$ cat src/rtl/blink_pkg.sv
package blink_pkg;
  function automatic int unsigned phase_len(input int unsigned code, input int unsigned step);
    return code * step;
  endfunction
endpackage

$ cat src/rtl/blink_period_reg.sv
module blink_period_reg #(
  parameter int CODE_W = 4
) (
  input  logic              clk,
  input  logic              rst,
  input  logic              wr,
  input  logic [2*CODE_W-1:0] data,
  output logic [CODE_W-1:0] on_code,
  output logic [CODE_W-1:0] off_code
);
  always_ff @(posedge clk) begin
    if (rst) begin
      on_code  <= '0;
      off_code <= '0;
    end else if (wr) begin
      on_code  <= data[2*CODE_W-1:CODE_W];
      off_code <= data[CODE_W-1:0];
    end
  end

  assert_field_split_R1: assert property (@(posedge clk) disable iff (rst)
    wr |=> (on_code == $past(data[2*CODE_W-1:CODE_W]) && off_code == $past(data[CODE_W-1:0])));
endmodule

$ cat src/rtl/blink_sequencer.sv
module blink_sequencer
  import blink_pkg::*;
#(
  parameter int CODE_W      = 4,
  parameter int STEP_FRAMES = 10,
  parameter int CNT_W       = 8
) (
  input  logic                clk,
  input  logic                rst,
  input  logic                tick,
  input  logic                wr,
  input  logic [2*CODE_W-1:0] wr_data,
  input  logic [CODE_W-1:0]   on_code,
  input  logic [CODE_W-1:0]   off_code,
  output logic                phase
);
  logic [CNT_W-1:0]  remain;
  logic [CODE_W-1:0] new_on, new_off, next_code;
  logic              next_phase;

  assign new_on  = wr_data[2*CODE_W-1:CODE_W];
  assign new_off = wr_data[CODE_W-1:0];

  always_comb begin
    next_phase = !phase;
    next_code  = phase ? off_code : on_code;
    if (next_code == '0) begin
      next_phase = phase;
      next_code  = phase ? on_code : off_code;
    end
  end

  always_ff @(posedge clk) begin
    if (rst) begin
      phase  <= 1'b0;
      remain <= '0;
    end else if (wr) begin
      if (new_on != '0) begin
        phase  <= 1'b1;
        remain <= CNT_W'(phase_len(new_on, STEP_FRAMES));
      end else begin
        phase  <= 1'b0;
        remain <= CNT_W'(phase_len(new_off, STEP_FRAMES));
      end
    end else if (tick && (on_code != '0 || off_code != '0)) begin
      if (remain <= CNT_W'(1)) begin
        phase  <= next_phase;
        remain <= CNT_W'(phase_len(next_code, STEP_FRAMES));
      end else begin
        remain <= remain - CNT_W'(1);
      end
    end
  end

  assert_parked_R4: assert property (@(posedge clk) disable iff (rst)
    (on_code == '0 && off_code == '0) |-> !phase);
  assert_restart_on_R3: assert property (@(posedge clk) disable iff (rst)
    (wr && new_on != '0) |=> phase);
  assert_restart_off_R3: assert property (@(posedge clk) disable iff (rst)
    (wr && new_on == '0) |=> !phase);
  assert_hold_on_R5: assert property (@(posedge clk) disable iff (rst)
    (!wr && off_code == '0 && on_code != '0 && phase) |=> phase);
  assert_quiet_R6: assert property (@(posedge clk) disable iff (rst)
    (!wr && !tick) |=> $stable(phase));
endmodule

$ cat src/rtl/blink_color_sel.sv
module blink_color_sel #(
  parameter int COLOR_W = 4
) (
  input  logic                 clk,
  input  logic                 rst,
  input  logic                 phase,
  input  logic                 cell_blink,
  input  logic [COLOR_W-1:0]   norm_fg,
  input  logic [COLOR_W-1:0]   norm_bg,
  input  logic [2*COLOR_W-1:0] alt_color,
  output logic [COLOR_W-1:0]   fg_out,
  output logic [COLOR_W-1:0]   bg_out
);
  always_ff @(posedge clk) begin
    if (rst) begin
      fg_out <= '0;
      bg_out <= '0;
    end else if (cell_blink && phase) begin
      fg_out <= alt_color[2*COLOR_W-1:COLOR_W];
      bg_out <= alt_color[COLOR_W-1:0];
    end else begin
      fg_out <= norm_fg;
      bg_out <= norm_bg;
    end
  end

  assert_plain_cell_R7: assert property (@(posedge clk) disable iff (rst)
    !cell_blink |=> (fg_out == $past(norm_fg) && bg_out == $past(norm_bg)));
endmodule

$ cat src/rtl/blink_timer.sv
module blink_timer #(
  parameter int CODE_W      = 4,
  parameter int COLOR_W     = 4,
  parameter int STEP_FRAMES = 10
) (
  input  logic                 clk,
  input  logic                 rst,
  input  logic                 frame_tick,
  input  logic                 period_wr,
  input  logic [2*CODE_W-1:0]  period_data,
  input  logic                 cell_blink,
  input  logic [COLOR_W-1:0]   norm_fg,
  input  logic [COLOR_W-1:0]   norm_bg,
  input  logic [2*COLOR_W-1:0] alt_color,
  output logic                 blink_phase,
  output logic [COLOR_W-1:0]   fg_out,
  output logic [COLOR_W-1:0]   bg_out
);
  localparam int MAX_LEN = STEP_FRAMES * ((1 << CODE_W) - 1);
  localparam int CNT_W   = $clog2(MAX_LEN + 1);

  logic [CODE_W-1:0] on_code, off_code;

  blink_period_reg #(.CODE_W(CODE_W)) u_reg (
    .clk(clk), .rst(rst), .wr(period_wr), .data(period_data),
    .on_code(on_code), .off_code(off_code));

  blink_sequencer #(.CODE_W(CODE_W), .STEP_FRAMES(STEP_FRAMES), .CNT_W(CNT_W)) u_seq (
    .clk(clk), .rst(rst), .tick(frame_tick), .wr(period_wr), .wr_data(period_data),
    .on_code(on_code), .off_code(off_code), .phase(blink_phase));

  blink_color_sel #(.COLOR_W(COLOR_W)) u_col (
    .clk(clk), .rst(rst), .phase(blink_phase), .cell_blink(cell_blink),
    .norm_fg(norm_fg), .norm_bg(norm_bg), .alt_color(alt_color),
    .fg_out(fg_out), .bg_out(bg_out));
endmodule

$ cat config.mk
export PLATFORM = sky130hd
export DESIGN_NAME = blink_timer
export DESIGN_NICKNAME = d
export VERILOG_FILES = /design/src/rtl/blink_pkg.sv /design/src/rtl/blink_period_reg.sv /design/src/rtl/blink_sequencer.sv /design/src/rtl/blink_color_sel.sv /design/src/rtl/blink_timer.sv
export SDC_FILE = /design/constraint.sdc
export NUM_CORES = 1
export LEC_CHECK = 0
export BUFFER_PORTS_ARGS = -buffer_cell sky130_fd_sc_hd__buf_2
export CAP_MARGIN = 15
export CORE_UTILIZATION = 34
export CTS_BUF_LIST = sky130_fd_sc_hd__clkbuf_16
export DETAILED_ROUTE_END_ITERATION = 16
export SYNTH_ARGS = -nofsm -noshare
export SYNTH_HDL_FRONTEND = slang
export SYNTH_SLANG_ARGS = --single-unit
$ cat constraint.sdc
create_clock -name clk -period 4.49 [get_ports clk]
set_input_delay 0.2245 -clock clk [delete_from_list [all_inputs] [get_ports clk]]
set_output_delay 0.2245 -clock clk [all_outputs]
set_load 0.01 [all_outputs]
Word level (Yosys, flattened, before mapping) --
Index checks and enable logic that the tools add are counted.
Word-level totals: register bits 25, input port bits 29, output and inout port bits 9
Operators by class: add/subtract/negate cells 1, $mul 3, $lt $le $gt $ge 1, eq/ne operators 1, mux-type cells 14, reductions and logical operators 11
Operators by type and width (count):
- 2-to-1 mux 8 bit | 4
- multiplier 4 x 3 -> 7 bit (second input constant) | 3
- 2-to-1 mux 4 bit | 5
- nonzero test 4 bit | 3
- less-or-equal comparator 8 x 1 -> 1 bit (second input constant) | 1
- subtractor 8 x 1 -> 8 bit (second input constant) | 1
- 2-to-1 mux 1 bit | 5
- logical NOT 4 bit | 1
- nonzero test 2 bit | 2
- AND reduction 3 bit | 1
- logical AND 1 bit | 2
- != test 2 bit (second input constant) | 1
- logical NOT 1 bit | 1
- logical OR 1 bit | 1

Depth between registers and ports, before layout --
depth in word-level cells 7, depth in mapped cells 10

Hierarchy --
A second synthesis with hierarchy kept.
Second synthesis, totals: cell total of the unflattened synthesis 213, area, all modules 1905.6 um^2
Modules (own cells, without submodules):
- blink_sequencer | instances 1, cells an instance 150, area each 1253.7 um^2, seq. area each 180.2 um^2
- blink_color_sel | instances 1, cells an instance 37, area each 366.6 um^2, seq. area each 160.2 um^2
- blink_period_reg | instances 1, cells an instance 26, area each 285.3 um^2, seq. area each 160.2 um^2

Worst setup path after synthesis --
No wires, ideal clock.
path kind register to register, start point register u_seq.phase, end point register u_seq.remain[5], library setup time 0.115 ns, arrival 2.388 ns, required time 4.375 ns, slack 1.988 ns, cell stages (with the launch flop) 10, clock period less this slack 2.502 ns, path through dfxtp_1 > clkbuf_1 > o31ai_1 > a221o_1 > ha_1 > ha_1 > ha_1 > o21ai_0 > and3_1 > a2111oi_0
Between the ends: word-level cells in the longest chain between the ends 7, elaborated cells between the ends (all ways) 8
RTL lines:
- start, declared | RTL line blink_sequencer.sv:15 | output logic phase
- start signal, assigned | RTL line blink_sequencer.sv:47 | phase <= next_phase;
- 2-to-1 mux 4 bit | RTL line blink_sequencer.sv:26 | next_code = phase ? off_code : on_code;
- logical NOT 4 bit | RTL line blink_sequencer.sv:27 | if (next_code == '0) begin
- 2-to-1 mux 4 bit * | RTL line blink_sequencer.sv:27
- multiplier 4 x 3 -> 7 bit * | RTL line blink_pkg.sv:3 | return code * step;
- 2-to-1 mux 8 bit * | RTL line blink_sequencer.sv:46 | if (remain <= CNT_W'(1)) begin
- 2-to-1 mux 8 bit * | RTL line blink_sequencer.sv:45 | end else if (tick && (on_code != '0 || off_code != '0)) begin
- 2-to-1 mux 8 bit * | RTL line blink_sequencer.sv:37 | end else if (wr) begin
- end signal, assigned | RTL line blink_sequencer.sv:40 | remain <= CNT_W'(phase_len(new_on, STEP_FRAMES));
- end signal, assigned | RTL line blink_sequencer.sv:48 | remain <= CNT_W'(phase_len(next_code, STEP_FRAMES));
- end signal, assigned | RTL line blink_sequencer.sv:50 | remain <= remain - CNT_W'(1);
- end, declared | RTL line blink_sequencer.sv:17 | logic [CNT_W-1:0] remain;
Every way passes the cells marked *; elsewhere a longest branch is shown, timed or not. The select of a mux whose other input is x is not followed. A chain may end at the register's enable or synchronous reset.

Final worst setup path --
Same ends and word-level chain as after synthesis.

==> results by group <==
Yosys
  – Sequential area share after synthesis: between 20% and 30%
  – Syn_area_per_cell: between 8 and 9 um^2
  – Compound-Gate Fraction of Synth Area: approximately 22%
  – Post-Synth Adder-Cell Area: 12.06%
  – Syn Inst Count: 217
  – Async SR Flop Fraction: 0%
  – Synthesized flop and latch total: 25
  – Synth Area in XOR/XNOR: 2.482%
  – Main combinational cell family by area after synthesis: simple AND/OR/NAND/NOR gates
  – EDFF count, synth: 0
  – Syn_nets: 261
  – Unique masters post-synth: 51
  – Mux share of post-synthesis cell area: about 6.4%
  – Largest cells by area after synthesis: dfxtp_1 28%, ha_1 9.2%, a21oi_1 5.1%
  – Share of Yosys cell area claimed by the top area cell type: between 20 and 30%
  – Main flop type after synthesis: dfxtp_1
  – Synth warn: 0
  – Netlist Area Pre-Place: between 1500 and 2000 um^2
  – Synth area leader: dfxtp_1
  – Synth Area in Simple Gates: 22.70%

STA
  – Max Fclk: between 300 and 400 MHz
  – Actual slew at the worst max-slew pin: 0.8389 ns
  – Max Transition Viols Final: 0
  – Final Setup Violations: 0
  – Setup TNS: 0 ns
  – Layout Skew: 0.004735 ns
  – RSZ-0062 raised after global routing: false
  – Final Hold Viols: 0
  – Final period util: 62.83%
  – Final WS setup: between 1.5 and 2 ns
  – Tmin final: approximately 2.8 ns
  – Hold_ws: roughly 0.20 ns
  – Worst-case headroom to the max-slew limit: a little over two fifths

Finish
  – Fin nets: 289
  – Design Area, Final: roughly 2100 um^2
  – Layout cells sized above 1: around a fifth
  – # fillers: 491
  – Number of diodes: 0
  – Multi-input gate area: about 1200 um^2
  – Register area: about 500 um^2
  – Finished Layout Cells: 311
  – Synthesis-to-layout area growth: 16.52%

Placement
  – Cells after DPL: slightly above 300
  – Final Wtd Congestion: between 0.8 and 0.9
  – Placed inst area: slightly below 2000 um^2
  – Port bufs: 37
  – Post-DP HPWL: between 3 and 4 mm
  – Setup slack at placement: about 1.7 ns

Clock network
  – Clk root buf: clkbuf_16
  – Clock slew seen by the registers of the worst setup and hold paths: roughly 0.07 ns
  – Post-CTS Resized: 0
  – Buffers inserted by post-CTS timing repair: 0
  – Clk_lat worst skew: 0.26 ns
  – CTS tree: yes
  – H-tree levels: 1
  – Total CTS buffers: 3
  – Clock buffer depth: 2
  – # clock sinks: 25
  – Post-CTS Hold Fix Bufs: 0

Global routing
  – First-pass GRT wire length: 7.438 mm
  – Global routing's busiest layer: met2
  – Initial antenna violation count: 0
  – Total grt overflow: 0
  – Met1 global-route usage: approximately a quarter
  – GRT Resource Usage Total: between 15 and 20%
  – Vias in the first global route: 1509
  – Met2 usage in global routing: 27.88%
  – Met3 Usage GRT: under 10%
  – Largest net degree at the start of global routing: 26

Worst setup path
  – CP delay by family, top: compound AO/OA/AOI/OAI gates
  – Critical path's largest stage delay: between 0.7 and 0.8 ns
  – Critical path's slowest cell: dfxtp_1
  – Worst Reg-to-Reg Cells: 8
  – Maximum fanout along the worst path: 23
  – Worst reg2reg startpoint: u_seq.phase
  – CP Cell Sequence: o31ai_1, a221o_1, ha_1, ha_1, ha_1, o21ai_0, and3_1, a2111oi_0
  – Arrival @ worst endpoint: roughly 3.0 ns
  – Reg-to-reg endpoint: u_seq.remain[5]
  – Worst setup EP type: register
  – Most frequent cell on the critical path: ha_1
  – R2r setup slk: roughly 1.7 ns
  – Worst path buffer plus inverter count: 0
  – Kind of start point of the critical path: register
  – CP Class: reg2reg
  – Req. time, crit path: about 4.6 ns

Route
  – Overall routed net length: 4.538 mm
  – Iter 0 DRT Violations: 71
  – DRC: 0
  – Final antenna-violating net count: 0
  – DR WL/cell: approximately 15 um
  – Routed vias: between 1500 and 2000
  – Drt via density: 5.463
  – Pre-Repair DR Iteration Count: 4

Floorplanning
  – Die height: about 74 um
  – Horiz. Die Dim: 74.04 um
  – Num ports: 38
  – Initial Util: 36.39%
  – Die area: 5481 um^2
  – Site Rows: 25
  – Core ar.: about 4800 um^2

Power and ir drop
  – Leak: about 0.89 nW
  – Worst vdd ir: approximately 0.17 mV
  – Power Density: between 300 and 400 nW/um^2

Worst hold path
  – Worst hold start: norm_bg[2]
  – Hold path depth: 3
  – Hold crit path type: in2reg
  – Min-Delay Endpoint: u_col.bg_out[2]

Status
  – Status: finished, final reports clean

Job
  – MaxCap Viol Count: 0
registers in the layout, indices dropped and copies added, names as in the netlist:
name and flops:
u_seq.remain 8, u_col.bg_out 4, u_col.fg_out 4, u_reg.off_code 4, u_reg.on_code 4, u_seq.phase 1
where the power goes:
part	total, mW	internal [mW]	switching [mW]
logic	0.169	0.0760	0.0927
registers	0.264	0.239	0.0249
clock network	0.205	0.121	0.0836
total	0.637	0.436	0.201
cell families after synthesis:
logic type | count (synthesis)
AOI/OAI and AO/OA | 60
xor gates and xnor gates | 5
adders and majority gates | 16
buffers and inverters | 25
DFF | 25
muxes | 11
and+or+nand+nor | 75
worst register-to-register path, cell delays in order, from the launching register on:
cell       delay [ns]
dfxtp_1          0.78
o31ai_1          0.17
a221o_1          0.39
ha_1             0.29
ha_1             0.23
ha_1             0.28
o21ai_0          0.07
and3_1           0.18
a2111oi_0        0.33
through the flow:
stage          utilization (%)  power (mW)
2_1_floorplan                -      0.3843
3_3_place_gp             40.70      0.4358
3_5_place_dp             40.70      0.4350
4_1_cts                  42.40      0.6422
5_1_grt                  42.40      0.6775
6_report                 42.40      0.6371
synth_stat cells, types with 4 or more instances:
cell type  instances
ha_1              13
nor3_1            10
clkbuf_1           7
xnor2_1            4
nand3_1           10
nor2_1            16
nand2_1           17
o21ai_0           11
inv_1             11
a21oi_1           18
dfxtp_1           25
mux2i_1            9
nor4_1             4
layer usage:
layer  wire length [um]  vias up
li1                   -      852
met1               2222      816
met2               2147       27
met3                139        4
met4                 28        0
met5                  0        -
worst max-delay path by stage:
stage          slack (ns)   startpoint         endpoint  cells after the start
6_report             1.67  u_seq.phase  u_seq.remain[5]                      8
4_1_cts              1.70  u_seq.phase  u_seq.remain[5]                      8
5_1_grt              1.40  u_seq.phase  u_seq.remain[5]                      8
2_1_floorplan        1.99  u_seq.phase  u_seq.remain[5]                      9
3_3_place_gp         1.79  u_seq.phase  u_seq.remain[5]                      8
3_5_place_dp         1.72  u_seq.phase  u_seq.remain[5]                      8
cell type report:
class / count / share of cell area (%)
Clock buffer: 3 / 3.652
Multi-Input combinational cell: 167 / 56.54
Sequential cell: 25 / 24.35
Clock inverter: 1 / 0.3652
Timing Repair Buffer: 37 / 9.008
Tap cell: 67 / 4.078
Inverter: 11 / 2.009
placed cells by master, fill, tap and decap left out, types with 3 or more instances in the layout:
master and n:
nand2b_1 3, nand2_1 17, nor2_1 16, a31oi_1 3, or4_1 3, ha_1 13
o31ai_1 3, buf_2 37, a21o_1 3, clkbuf_16 3, nor4_1 4, xnor2_1 4
o21ai_0 11, mux2i_1 9, inv_1 11, dfxtp_1 25, nor3_1 10, a21oi_1 18
nand3_1 10
Note: power is estimated with default switching activity, not from simulation.
